$ cat src/rtl/alu_pkg.sv
package alu_pkg;
  localparam int DW = 32;
  localparam int IW = 16;

  typedef enum logic [3:0] {
    OP_ADD  = 4'd0,
    OP_SUB  = 4'd1,
    OP_MUL  = 4'd2,
    OP_SHR  = 4'd3,
    OP_SHL  = 4'd4,
    OP_ROR  = 4'd5,
    OP_ROL  = 4'd6,
    OP_ONES = 4'd7,
    OP_ZERO = 4'd8,
    OP_CHG  = 4'd9,
    OP_RAND = 4'd10
  } alu_op_e;

  function automatic logic [DW-1:0] mul_low(input logic [DW-1:0] x, input logic [DW-1:0] y);
    logic [DW-1:0] p;
    p = x * y;
    return p;
  endfunction

  function automatic logic [DW:0] add_wide(input logic [DW-1:0] x, input logic [DW-1:0] y);
    return {1'b0, x} + {1'b0, y};
  endfunction

  function automatic logic [DW:0] sub_wide(input logic [DW-1:0] x, input logic [DW-1:0] y);
    return {1'b0, x} - {1'b0, y};
  endfunction
endpackage

$ cat src/rtl/alu_bitcount.sv
module alu_bitcount #(
  parameter int W  = 32,
  localparam int CW = $clog2(W + 1)
) (
  input  logic [W-1:0]  vec,
  output logic [CW-1:0] count
);
  always_comb begin
    count = '0;
    for (int i = 0; i < W; i++) begin
      count = count + CW'(vec[i]);
    end
  end
endmodule

$ cat src/rtl/alu_shiftrot.sv
module alu_shiftrot #(
  parameter int W  = 32,
  localparam int SW = $clog2(W)
) (
  input  logic [W-1:0]  din,
  input  logic [SW-1:0] amt,
  input  logic          left,
  input  logic          rotate,
  output logic [W-1:0]  dout
);
  logic [W-1:0] stage [0:SW];
  assign stage[0] = din;

  for (genvar s = 0; s < SW; s++) begin : g_stage
    localparam int K = 1 << s;
    logic [W-1:0] moved;
    always_comb begin
      if (left) begin
        moved = {stage[s][W-K-1:0], (rotate ? stage[s][W-1:W-K] : {K{1'b0}})};
      end else begin
        moved = {(rotate ? stage[s][K-1:0] : {K{1'b0}}), stage[s][W-1:K]};
      end
    end
    assign stage[s+1] = amt[s] ? moved : stage[s];
  end

  assign dout = stage[SW];
endmodule

$ cat src/rtl/alu_lfsr.sv
module alu_lfsr #(
  parameter int          W    = 32,
  parameter logic [W-1:0] SEED = 32'h5EED_0001,
  parameter logic [W-1:0] TAPS = 32'h8020_0003
) (
  input  logic         clk,
  input  logic         rst_n,
  input  logic         step,
  output logic [W-1:0] state
);
  logic fb;
  assign fb = ^(state & TAPS);

  always_ff @(posedge clk or negedge rst_n) begin
    if (!rst_n) begin
      state <= SEED;
    end else if (step) begin
      state <= {state[W-2:0], fb};
    end
  end
endmodule

$ cat src/rtl/alu_core.sv
module alu_core
  import alu_pkg::*;
#(
  parameter logic [DW-1:0] SEED = 32'h5EED_0001
) (
  input  logic          clk,
  input  logic          rst_n,
  input  logic [3:0]    op,
  input  logic          imm_sel,
  input  logic [DW-1:0] a,
  input  logic [DW-1:0] b_reg,
  input  logic [IW-1:0] imm,
  output logic [DW-1:0] result,
  output logic          carry
);
  localparam int CW = $clog2(DW + 1);
  localparam int SW = $clog2(DW);

  alu_op_e       op_e;
  logic [DW-1:0] b_op;
  logic [DW:0]   add_full;
  logic [DW:0]   sub_full;
  logic [CW-1:0] ones_cnt;
  logic [CW-1:0] zeros_cnt;
  logic [CW-1:0] chg_cnt;
  logic [DW-1:0] edge_vec;
  logic [DW-1:0] sr_out;
  logic          sr_left;
  logic          sr_rot;
  logic          rand_step;
  logic [DW-1:0] lfsr_q;

  assign op_e = alu_op_e'(op);
  assign b_op = imm_sel ? {{(DW-IW){1'b0}}, imm} : b_reg;

  assign add_full = add_wide(a, b_op);
  assign sub_full = sub_wide(a, b_op);

  assign edge_vec = {1'b0, a[DW-1:1] ^ a[DW-2:0]};

  alu_bitcount #(.W(DW)) u_ones (.vec(a),        .count(ones_cnt));
  alu_bitcount #(.W(DW)) u_zero (.vec(~a),       .count(zeros_cnt));
  alu_bitcount #(.W(DW)) u_chg  (.vec(edge_vec), .count(chg_cnt));

  assign sr_left = (op_e == OP_SHL) || (op_e == OP_ROL);
  assign sr_rot  = (op_e == OP_ROR) || (op_e == OP_ROL);

  alu_shiftrot #(.W(DW)) u_sr (
    .din(a), .amt(b_op[SW-1:0]), .left(sr_left), .rotate(sr_rot), .dout(sr_out)
  );

  assign rand_step = (op_e == OP_RAND);

  alu_lfsr #(.W(DW), .SEED(SEED)) u_rng (
    .clk(clk), .rst_n(rst_n), .step(rand_step), .state(lfsr_q)
  );

  always_comb begin
    result = '0;
    carry  = 1'b0;
    case (op_e)
      OP_ADD:  begin result = add_full[DW-1:0]; carry = add_full[DW]; end
      OP_SUB:  begin result = sub_full[DW-1:0]; carry = sub_full[DW]; end
      OP_MUL:  result = mul_low(a, b_op);
      OP_SHR, OP_SHL, OP_ROR, OP_ROL: result = sr_out;
      OP_ONES: result = {{(DW-CW){1'b0}}, ones_cnt};
      OP_ZERO: result = {{(DW-CW){1'b0}}, zeros_cnt};
      OP_CHG:  result = {{(DW-CW){1'b0}}, chg_cnt};
      OP_RAND: result = lfsr_q;
      default: begin result = '0; carry = 1'b0; end
    endcase
  end
endmodule

$ cat config.mk
export PLATFORM = sky130hd
export DESIGN_NAME = alu_core
export DESIGN_NICKNAME = d
export VERILOG_FILES = /design/src/rtl/alu_pkg.sv /design/src/rtl/alu_bitcount.sv /design/src/rtl/alu_shiftrot.sv /design/src/rtl/alu_lfsr.sv /design/src/rtl/alu_core.sv
export SDC_FILE = /design/constraint.sdc
export NUM_CORES = 2
export LEC_CHECK = 0
export BUFFER_PORTS_ARGS = -buffer_cell sky130_fd_sc_hd__buf_2
export CAP_MARGIN = 25
export CORE_UTILIZATION = 30
export CTS_CLUSTER_SIZE = 30
export DETAILED_ROUTE_END_ITERATION = 8
export PLACE_DENSITY_LB_ADDON = 0.25
export SETUP_SLACK_MARGIN = 0.2
export SLEW_MARGIN = 20
export SYNTH_ARGS = -nofsm -noshare
export SYNTH_HDL_FRONTEND = slang
export SYNTH_SLANG_ARGS = --single-unit
$ cat constraint.sdc
create_clock -name clk -period 12.27 [get_ports clk]
set_clock_uncertainty 0.05 [all_clocks]
set_input_delay 1.227 -clock clk [delete_from_list [all_inputs] [get_ports clk]]
set_output_delay 1.227 -clock clk [all_outputs]
set_load 0.01 [all_outputs]
==> metrics.md <==
| Metric | Value |
|---|---|
| Layout Nets | roughly 4200 |
| Synth Cell Area | around 27000 um2 |
| Wirelength, routed | 130000 um |
| Global-route wire length before repair | ~190000 um |
| Fin. Hold Viols | 0 |
| Main synth FF type | dfrtp_1 |
| Type of the tightest min-delay check | reg -> reg |
| Synth warn | 0 |
| I/O pins | 120 |
| Max FFs per register | 32 |
| Synthesized Nets | 4218 |
| RSZ-0062 raised after global routing | no |
| Register area share after synthesis | under 10% |
| Worst-Skew Late Latency | 290 ps |
| Number of distinct library cells after synthesis | between 100 and 150 |
| CTS sink count | 32 |
| Reg with most FFs | u_rng.state |
| GPL Wtd Cong | 1.02 |
| Rows | 110 |
| Slew of the pin with the lowest slew margin | 1080 ps |
| CTS H-tree depth | 2 |
| Initial DRC Count | approximately 3300 |
| Hold Buf Count CTS | 0 |
| Syn_area_per_cell | 7.96 um2 |
| Max Fanout on Critical Path | 15 |
| Total die area | just over 90000 um2 |
| Cell with the most instances after synthesis | inv_1 |
| Vias in the first global route | 26200 |
| Crit path required time | 10990 ps |
| DRT antenna net count | 0 |
| Dpl hpwl | 103000 um |
| Tcrit/Tclk final | 90.3% |
| FILL cells | 9770 |
| Post-CTS Setup Bufs | 0 |
| Total GRT Usage | between 20% and 30% |
| Post-synth top area share | 34.9% |
| Post-DR vias/cell | 5.70 |
| CTS tree | yes |
| CTS Buffer Depth | 2 |
| Die X | 304 um |
| Layout area overhead | 8.01% |
| Crit path launch type | primary input |
| Vias | 26300 |
| Drt pass-1 iters | 9 |
| Critical setup path kind | in -> out |
| CTS resizes | 0 |
| Leading area contributor after synthesis | fa_1 |
| Clk slew on worst S/H paths | 60 ps |
| Core ar. | 90300 um2 |
| Starting density of the core | 30.3% |
| Most frequent cells after synthesis | 536 x inv_1, 478 x fa_1, 458 x nor2_1 |
| Placed Cells | 4605 |
| WL/cell | between 20 and 30 um |
| Syn Inst Count | 3442 |
| Die Span Y | 304 um |
| Peak Freq | 90.2 MHz |
| CTS Buf Count | 5 |
| DRC Markers | 0 |
| Non-Filler Instances | 4617 |
| FF+latch count, synth | 32 |
| Ranking of synthesized cells by area | fa_1 35%, ha_1 9.6%, inv_1 7.3%, nor2_1 6.3%, nand2_1 5.7% |
| Number of synthesized flops with an enable pin | 0 |
| Ratio of cells with drive above 1 in the final layout | under 10% |
| Tmin final | around 11000 ps |
| Clk root buf | clkbuf_16 |
| Crit end category | output pin |
| Setup TNS after final layout | 0 ps |
| # setup viols final | 0 |
| Buffers on Ports | around 120 |
| Most used cell, CP | fa_1 |
| Largest regs | u_rng.state (32) |
| Slew Limit Fails | 0 |
| Total gr overflow | 0 |
| CP peak stage delay | around 800 ps |
| Slew HR | 26.7% |
| Largest net degree at the start of global routing | 76 |
| Async SR Flop Fraction | 100% |
| Max-cap violations | 0 |
| Crit-path slowest cell | mux2i_2 |
| Status | finished clean |
| Initial antenna violation count | 7 |
| WP data arrival | ~9800 ps |
metrics by stage:
stage	area, um2	hold slack [ps]	worst slack (ps)	util, %
after floorplan	27400	389	1860	-
after global placement	29400	396	1300	32.6
after detailed placement	29400	398	1320	32.6
after CTS	29600	408	1290	32.7
after global routing	29600	424	891	32.8
final	29600	406	1180	32.8
per-layer routing:
| layer | part of all wire, % | track usage (%) | vias to the layer above |
|---|---|---|---|
| li1 | - | - | 11200 |
| met1 | 39 | 37.0 | 13100 |
| met2 | 44 | 42.7 | 1640 |
| met3 | 11 | 5.29 | 331 |
| met4 | 6.4 | 14.2 | 8 |
| met5 | 0.038 | 0 | - |
final cells by class:
cell class / instances / area (um2) / area share, %
antenna: 2 / 5.00 / 0.0169
timing repair buffer: 222 / 1370 / 4.64
inverter: 547 / 2050 / 6.94
multi-input combinational: 2630 / 23700 / 80.1
tap: 1176 / 1470 / 4.97
clock buffer: 5 / 125 / 0.423
sequential: 32 / 816 / 2.76
clock inverter: 3 / 42.5 / 0.144
critical path: cells and delay by family:
family                   cells  cell delay (ps)
adder cells (fa/ha/maj)      9             4230
AO/OA/AOI/OAI                8             1500
buffers and inverters        8             1490
multiplexers                 1              810
AND/OR/NAND/NOR              2              330
XOR/XNOR                     1              200
cells in the final DEF, fill, tap and decap left out, types with 9 or more instances in the layout:
cell type  instances
a211o_1           10
a211oi_1          37
a21o_1            36
a21oi_1          127
a221o_1           17
a221oi_1          15
a22oi_1           19
a31o_2             9
a31oi_1           32
and3_1             9
buf_2            119
buf_4            101
dfrtp_1           20
dfstp_2           12
fa_1             478
ha_1             211
inv_1            535
mux2i_1           24
mux4_2            19
nand2_1          419
nand2b_1          30
nand3_1           28
nand4_1           10
nor2_1           457
nor2b_1           27
nor3_1            27
nor4_1             9
o211ai_1          60
o21a_1            16
o21ai_0          107
o21ai_1           17
o21bai_1          17
o221ai_1          26
o22ai_1            9
o311ai_0          13
o31ai_1           19
xnor2_1          106
xor2_1            32
worst paths after layout:
path	startpoint	endpoint	slack, ps	cells after the start
max	imm_sel	result[29]	1180	29
min	u_rng.state[16]$_DFFE_PN1N_	u_rng.state[16]$_DFFE_PN1N_	410	2
max reg2reg	u_rng.state[21]$_DFFE_PN1N_	u_rng.state[0]$_DFFE_PN1N_	11090	3
min reg2reg	u_rng.state[16]$_DFFE_PN1N_	u_rng.state[16]$_DFFE_PN1N_	410	2
max in group asynchronous	rst_n	u_rng.state[20]$_DFFE_PN0N_	10670	1
min in group asynchronous	rst_n	u_rng.state[1]$_DFFE_PN0N_	980	1
logic make-up (layout without fill, tap and decap cells):
kind of cell	Yosys count	after routing	synth area share, %
buf+inv	780	777	11.1
fa+ha+maj	689	689	44.6
mux	61	61	3.20
compound gates	670	670	17.2
other cells	0	2	0
simple gates	1072	1072	16.6
xor+xnor	138	138	4.41
flops	32	32	2.98
Power is left out: the tool's default activity adds up to more than one toggle a clock period on the data nets, which glitch-free logic cannot reach.
